### config.mk
export PLATFORM = sky130hd
export DESIGN_NAME = irq_ctrl
export DESIGN_NICKNAME = d
export VERILOG_FILES = /design/src/rtl/irq_ctrl_pkg.sv /design/src/rtl/irq_sync.sv /design/src/rtl/irq_edge_det.sv /design/src/rtl/irq_chg_det.sv /design/src/rtl/irq_regs.sv /design/src/rtl/irq_ctrl.sv
export SDC_FILE = /design/constraint.sdc
export NUM_CORES = 1
export LEC_CHECK = 0
export BUFFER_PORTS_ARGS = -buffer_cell sky130_fd_sc_hd__clkbuf_2
export CAP_MARGIN = 25
export CORE_ASPECT_RATIO = 1.4
export CORE_MARGIN = 1.5
export CORE_UTILIZATION = 48
export DETAILED_ROUTE_END_ITERATION = 7
export GPL_TIMING_DRIVEN = 0
export MAX_ROUTING_LAYER = met4
export PLACE_DENSITY_LB_ADDON = 0.15
export SKIP_LAST_GASP = 1
export SYNTH_ARGS = -nofsm -noshare
export SYNTH_HDL_FRONTEND = slang
export SYNTH_SLANG_ARGS = --single-unit
export TNS_END_PERCENT = 50
### constraint.sdc
create_clock -name clk_i -period 1.1 [get_ports clk_i]
set_input_delay 0.165 -clock clk_i [delete_from_list [all_inputs] [get_ports clk_i]]
set_output_delay 0.165 -clock clk_i [all_outputs]
set_load 0.02 [all_outputs]
### src/rtl/irq_ctrl_pkg.sv
package irq_ctrl_pkg;
  localparam int unsigned N_PIN   = 3;
  localparam int unsigned N_SRC   = N_PIN + 2;
  localparam int unsigned SRC_TMR = N_PIN;
  localparam int unsigned SRC_CHG = N_PIN + 1;
  localparam int unsigned ADDR_W  = 3;
  localparam int unsigned DATA_W  = 8;

  typedef enum logic [ADDR_W-1:0] {
    REG_CTRL = 3'd0,
    REG_EN   = 3'd1,
    REG_PRIO = 3'd2,
    REG_FLAG = 3'd3,
    REG_PORT = 3'd4
  } reg_addr_e;
endpackage

### src/rtl/irq_sync.sv
module irq_sync #(
  parameter int unsigned W      = 1,
  parameter int unsigned STAGES = 2
) (
  input  logic         clk_i,
  input  logic         rst_ni,
  input  logic [W-1:0] d_i,
  output logic [W-1:0] q_o
);
  logic [W-1:0] stage_q [STAGES];

  always_ff @(posedge clk_i or negedge rst_ni) begin
    if (!rst_ni) stage_q[0] <= '0;
    else         stage_q[0] <= d_i;
  end

  for (genvar s = 1; s < STAGES; s++) begin : g_stage
    always_ff @(posedge clk_i or negedge rst_ni) begin
      if (!rst_ni) stage_q[s] <= '0;
      else         stage_q[s] <= stage_q[s-1];
    end
  end

  assign q_o = stage_q[STAGES-1];
endmodule

### src/rtl/irq_edge_det.sv
module irq_edge_det (
  input  logic clk_i,
  input  logic rst_ni,
  input  logic s_i,
  input  logic rise_i,
  output logic pulse_o
);
  logic prev_q;

  // prev tracks every cycle, including a polarity write, so no stale compare
  always_ff @(posedge clk_i or negedge rst_ni) begin
    if (!rst_ni) prev_q <= 1'b0;
    else         prev_q <= s_i;
  end

  assign pulse_o = rise_i ? (s_i & ~prev_q) : (~s_i & prev_q);

  AST_EDGE_NEEDS_CHANGE: assert property (@(posedge clk_i) disable iff (!rst_ni)
    pulse_o |-> !$stable(s_i));
endmodule

### src/rtl/irq_chg_det.sv
module irq_chg_det #(
  parameter int unsigned W = 4
) (
  input  logic         clk_i,
  input  logic         rst_ni,
  input  logic [W-1:0] nib_i,
  input  logic         reload_i,
  output logic         chg_o
);
  logic [W-1:0] ref_q;

  always_ff @(posedge clk_i or negedge rst_ni) begin
    if (!rst_ni)       ref_q <= '0;
    else if (reload_i) ref_q <= nib_i;
  end

  assign chg_o = (nib_i != ref_q);

  AST_RELOAD_CLEARS: assert property (@(posedge clk_i) disable iff (!rst_ni)
    reload_i |=> (chg_o == !$stable(nib_i)));
endmodule

### src/rtl/irq_regs.sv
module irq_regs
  import irq_ctrl_pkg::*;
#(
  parameter int unsigned PORT_W = 8
) (
  input  logic                 clk_i,
  input  logic                 rst_ni,
  input  logic [ADDR_W-1:0]    addr_i,
  input  logic                 wr_i,
  input  logic                 rd_i,
  input  logic [DATA_W-1:0]    wdata_i,
  output logic [DATA_W-1:0]    rdata_o,
  input  logic [PORT_W-1:0]    port_i,
  input  logic [N_SRC-1:0]     evt_i,
  output logic                 glb_en_o,
  output logic [N_PIN-1:0]     rise_o,
  output logic [N_SRC-1:0]     en_o,
  output logic [N_SRC-1:0]     prio_o,
  output logic [N_SRC-1:0]     flag_o
);
  logic               glb_q;
  logic [N_PIN-1:0]   rise_q;
  logic [N_SRC-1:0]   en_q;
  logic [N_SRC-1:1]   prio_q;
  logic [N_SRC-1:0]   flag_q;
  logic [N_SRC-1:0]   clr;
  logic               wr_ctrl, wr_en, wr_prio, wr_flag;

  assign wr_ctrl = wr_i && (addr_i == REG_CTRL);
  assign wr_en   = wr_i && (addr_i == REG_EN);
  assign wr_prio = wr_i && (addr_i == REG_PRIO);
  assign wr_flag = wr_i && (addr_i == REG_FLAG);
  assign clr     = wr_flag ? ~wdata_i[N_SRC-1:0] : '0;

  always_ff @(posedge clk_i or negedge rst_ni) begin
    if (!rst_ni) begin
      glb_q  <= 1'b0;
      rise_q <= '0;
      en_q   <= '0;
      prio_q <= '0;
      flag_q <= '0;
    end else begin
      if (wr_ctrl) begin
        glb_q  <= wdata_i[0];
        rise_q <= wdata_i[N_PIN:1];
      end
      if (wr_en)   en_q   <= wdata_i[N_SRC-1:0];
      if (wr_prio) prio_q <= wdata_i[N_SRC-1:1];
      // a new event outranks a clear in the same cycle
      flag_q <= (flag_q & ~clr) | evt_i;
    end
  end

  always_comb begin
    rdata_o = '0;
    if (rd_i) begin
      unique case (addr_i)
        REG_CTRL: rdata_o = DATA_W'({rise_q, glb_q});
        REG_EN:   rdata_o = DATA_W'(en_q);
        REG_PRIO: rdata_o = DATA_W'({prio_q, 1'b1});
        REG_FLAG: rdata_o = DATA_W'(flag_q);
        REG_PORT: rdata_o = DATA_W'(port_i);
        default:  rdata_o = '0;
      endcase
    end
  end

  assign glb_en_o = glb_q;
  assign rise_o   = rise_q;
  assign en_o     = en_q;
  assign prio_o   = {prio_q, 1'b1};
  assign flag_o   = flag_q;

  for (genvar i = 0; i < N_SRC; i++) begin : g_chk
    AST_FLAG_STICKY: assert property (@(posedge clk_i) disable iff (!rst_ni)
      (flag_q[i] && !clr[i]) |=> flag_q[i]);
    AST_EVENT_WINS: assert property (@(posedge clk_i) disable iff (!rst_ni)
      evt_i[i] |=> flag_q[i]);
  end
endmodule

### src/rtl/irq_ctrl.sv
module irq_ctrl
  import irq_ctrl_pkg::*;
#(
  parameter int unsigned PORT_W      = 8,
  parameter int unsigned CHG_LO      = 4,
  parameter int unsigned SYNC_STAGES = 2
) (
  input  logic                 clk_i,
  input  logic                 rst_ni,
  input  logic [N_PIN-1:0]     ext_pin_i,
  input  logic                 tmr_ovf_i,
  input  logic [PORT_W-1:0]    port_i,
  input  logic                 sleep_i,
  input  logic [ADDR_W-1:0]    bus_addr_i,
  input  logic                 bus_wr_i,
  input  logic                 bus_rd_i,
  input  logic [DATA_W-1:0]    bus_wdata_i,
  output logic [DATA_W-1:0]    bus_rdata_o,
  output logic                 irq_hi_o,
  output logic                 irq_lo_o,
  output logic                 wake_o
);
  localparam int unsigned CHG_W = PORT_W - CHG_LO;

  logic [N_PIN-1:0]  pin_s;
  logic [PORT_W-1:0] port_s;
  logic [N_PIN-1:0]  pin_evt;
  logic              chg;
  logic [N_SRC-1:0]  evt;
  logic              glb_en;
  logic [N_PIN-1:0]  rise;
  logic [N_SRC-1:0]  en, prio, flag, req;
  logic              reload;

  irq_sync #(.W(N_PIN), .STAGES(SYNC_STAGES)) u_pin_sync (
    .clk_i, .rst_ni, .d_i(ext_pin_i), .q_o(pin_s)
  );

  irq_sync #(.W(PORT_W), .STAGES(SYNC_STAGES)) u_port_sync (
    .clk_i, .rst_ni, .d_i(port_i), .q_o(port_s)
  );

  for (genvar p = 0; p < N_PIN; p++) begin : g_pin
    irq_edge_det u_edge (
      .clk_i, .rst_ni, .s_i(pin_s[p]), .rise_i(rise[p]), .pulse_o(pin_evt[p])
    );
  end

  assign reload = bus_rd_i && (bus_addr_i == REG_PORT);

  irq_chg_det #(.W(CHG_W)) u_chg (
    .clk_i, .rst_ni, .nib_i(port_s[PORT_W-1:CHG_LO]), .reload_i(reload), .chg_o(chg)
  );

  assign evt = {chg, tmr_ovf_i, pin_evt};

  irq_regs #(.PORT_W(PORT_W)) u_regs (
    .clk_i, .rst_ni,
    .addr_i(bus_addr_i), .wr_i(bus_wr_i), .rd_i(bus_rd_i),
    .wdata_i(bus_wdata_i), .rdata_o(bus_rdata_o),
    .port_i(port_s), .evt_i(evt),
    .glb_en_o(glb_en), .rise_o(rise), .en_o(en), .prio_o(prio), .flag_o(flag)
  );

  assign req      = flag & en;
  assign irq_hi_o = glb_en & |(req & prio);
  assign irq_lo_o = glb_en & |(req & ~prio);
  assign wake_o   = sleep_i & |req;

  AST_GLB_GATES: assert property (@(posedge clk_i) disable iff (!rst_ni)
    !glb_en |-> (!irq_hi_o && !irq_lo_o));
  AST_PIN0_HIGH: assert property (@(posedge clk_i) disable iff (!rst_ni)
    (glb_en && flag[0] && en[0]) |-> irq_hi_o);
  AST_WAKE_SLEEP: assert property (@(posedge clk_i) disable iff (!rst_ni)
    wake_o |-> sleep_i);
  AST_DISABLED_SILENT: assert property (@(posedge clk_i) disable iff (!rst_ni)
    (en == '0) |-> (!irq_hi_o && !irq_lo_o && !wake_o));
endmodule

==> flow_metrics.env <==
export IMPL_drtAntennaViolNets=0
export IMPL_yosysSeqAreaShare_pct=61.88
export IMPL_switching_power_mw=1.187
export IMPL_insertion_delay_ns=0.30
export IMPL_p_clk_share_pct=32.0
export IMPL_grt_antenna_before_repair=0
export IMPL_drc=0
export IMPL_ys_top_cells_by_count="dfrtp_1 (47), mux2_2 (16), nand2_1 (12)"
export IMPL_clock_skew_ns=0.009214
export IMPL_rsz0062_at_grt="yes"
export IMPL_pwr_share_comb_pct=23.6
export IMPL_period_share_pct=160.7
export IMPL_netlist_area_um2=1901
export IMPL_cp_cell_sequence="mux4_2 -> a22o_4 -> buf_8"
export IMPL_worstPathMaxFanout=2
export IMPL_via_per_inst=5.537
export IMPL_pre_cts_slack_ns=-0.5345
export IMPL_synth_seq_cells=47
export IMPL_synth_area_per_cell_um2=14.08
export IMPL_total_power_mw=4.653
export IMPL_utilization_pct=77.29
export IMPL_portBuffers=34
export IMPL_ys_flop_type="dfrtp_1"
export IMPL_async_flop_share_pct=100.0
export IMPL_crit_slowest_cell="mux4_2"
export IMPL_critPathArrivalTime_ns=1.60
export IMPL_multi_input_area_um2=782.0
export IMPL_clock_tree_buffer_depth=2
export IMPL_cp_startpoint="u_regs.flag_o[3]"
export IMPL_rows=26
export IMPL_fin_ws_ns=-0.6676
export IMPL_cts_clk_slew_worst_paths_ns=0.09
export IMPL_synth_edff_count=0
export IMPL_yosys_warnings=0
export IMPL_wirelength_mm=4.402
export IMPL_cts_tree="yes"
export IMPL_routedWlPerCell_um=17.00
export IMPL_violations="negative setup slack"
export IMPL_chipHeight_um=77.46
export IMPL_grt_use_total_pct=21.56
export IMPL_hp_class="in -> reg"
export IMPL_hold_viol=0
export IMPL_synth_area_top_cells="dfrtp_1 (62%), mux2_2 (9.5%), mux4_1 (2.8%), nand2_1 (2.4%), xor2_1 (1.8%)"
export IMPL_htreeDepth=2
export IMPL_fmaxAchievable_ghz=0.5658
export IMPL_yosysUniqueCellTypes=36
export IMPL_die_w_um=56.18
export IMPL_grt_pass1_wl_mm=6.927
export IMPL_dieArea_um2=4351
export IMPL_report_final_slew_viol_count=0
export IMPL_ir_drop_uv=1424
export IMPL_maxSlewHeadroom_pct=67.25
export IMPL_overflow=0
export IMPL_status="complete, but fails checks"
export IMPL_path_class="reg -> out"
export IMPL_critPathMaxStageDelay_ns=0.52
export IMPL_switching_share_pct=25.52
export IMPL_nets=244
export IMPL_crit_family="multiplexers"
export IMPL_r2r_start="u_regs.rise_o[2]"
export IMPL_synth_nets=163
export IMPL_initial_core_util_pct=51.25
export IMPL_setup_viol=23
export IMPL_endpoint_kind="output pin"
export IMPL_syn_inst=135
export IMPL_diodes=0
export IMPL_post_synth_top_area_cell="dfrtp_1"
export IMPL_synthMostInstantiatedCell="dfrtp_1"
export IMPL_min_delay_start="tmr_ovf_i"
export IMPL_core_um2=3709
export IMPL_cts_buffers=5
export IMPL_fillers=238
export IMPL_internal_power_mw=3.466
export IMPL_critPathBufInv=1
export IMPL_cap_violations=0
export IMPL_cp_required_ns=0.94
export IMPL_start_kind="register"
export IMPL_leakage_nw=1.318
export IMPL_seq_area_um2=1176
export IMPL_drtIter0Drc=61
export IMPL_via_count=1434
export IMPL_grt_max_degree=31
export IMPL_synth_top_area_share_pct=61.88
export IMPL_cts_root_buf="clkbuf_8"
export IMPL_areaGrowthSynthToFinish_pct=50.82
export IMPL_grt_pass1_vias=1448
export IMPL_gp_congestion=0.9592
export IMPL_first_pass_iters=4
export IMPL_tightest_slew_ns=0.4912
export IMPL_power_density_nw_per_um2=1623
export IMPL_cts_sinks=47
export IMPL_layout_drive_gt1_share_pct=50.69
export IMPL_min_period_ns=1.768
export IMPL_io_pins=39
export IMPL_p_seq_share_pct=44.4
export IMPL_dpl_hpwl_mm=2.649
==> repair_timing <==
item | in CTS | in global routing
endpoints found under the hold margin | 28 | 0
cloned | 1 | 0
hold buffers | 12 | 0
endpoints found under the setup margin | 17 | 22
gates resized for setup | 19 | 26
pin swaps | 5 | 5
setup buffers | 21 | 6
==> final timing paths <==
path                                 endpoint  slack (ns)  cells past startpoint
setup / recovery               bus_rdata_o[3]       -0.67                      3
hold / removal               u_regs.flag_o[3]        0.05                      2
setup reg to reg             u_regs.flag_o[2]       -0.03                      3
hold reg to reg            u_port_sync.q_o[3]        0.35                      0
max in group asynchronous  u_port_sync.q_o[2]        0.22                      3
min in group asynchronous    u_regs.flag_o[3]        0.35                      2
==> per-layer routing <==
layer	share of wire [%]	wire length, µm	track usage [%]
met1	41	1817	25.42
met2	53	2354	35.53
met3	3.7	163	6.000
met4	1.5	67	7.381
met5	0	0	-
==> through the flow <==
step                      hold slack [ns]  cells  setup TNS [ns]  cell area (µm²)
after detailed placement           0.1424    212          -8.851             2207
after global routing              0.04094    259          -5.954             2867
after global placement             0.2728    211          -8.587             2187
final                             0.05028    259          -5.255             2867
after CTS                         0.04755    254          -5.051             2754
after floorplan                   -0.1306    135          -1.079             1964
==> placed cells by master, fill, tap and decap left out, types with 4 or more instances in the layout <==
cell           instances
dfrtp_1               47
clkbuf_2              22
buf_4                 22
mux2_2                12
dlygate4sd3_1         12
nand2_1                9
clkbuf_8               7
buf_8                  6
o21ai_0                6
buf_6                  6
nand3_1                4
xor2_1                 4
mux2_4                 4
==> registers in the layout, summed over array words and instances, names as in the netlist <==
signal / cells
u_regs.flag_o: 5
u_chg.ref_q: 4
g_pin.u_edge.prev_q: 3
u_regs.prio_q: 4
u_port_sync.q_o: 8
u_pin_sync.stage_q: 3
u_regs.glb_en_o: 1
u_regs.rise_o: 3
u_pin_sync.q_o: 3
u_regs.en_o: 5
u_port_sync.stage_q: 8
==> cell families after synthesis <==
kind of cell    count (synthesis)  share of synthesized area [%]
flops                          47                          61.88
xor+xnor                        4                          1.843
compound gates                 24                          8.822
simple gates                   33                          11.26
buf+inv                         6                          1.712
mux                            21                          14.48
==> power by group through the flow <==
| stage | sequential, mW | clock (mW) | combinational (mW) |
|---|---|---|---|
| floorplan | 2.07 | 0 | 0.482 |
| global placement | 2.11 | 0 | 0.663 |
| detailed placement | 2.13 | 0 | 0.690 |
| CTS | 2.05 | 1.52 | 0.973 |
| global route | 2.08 | 1.59 | 1.18 |
| finish | 2.06 | 1.49 | 1.10 |
==> layout make-up <==
| cell class | count | share of cell area [%] |
|---|---|---|
| flip-flops and latches | 47 | 41.03 |
| multi-input cells | 82 | 27.28 |
| repair buffers | 74 | 23.31 |
| clock buffers | 5 | 2.401 |
| clock inverters | 3 | 2.357 |
| well taps | 42 | 1.833 |
| plain buffers | 3 | 1.397 |
| inverters | 3 | 0.3928 |
Power figures use the tool's default switching activity.
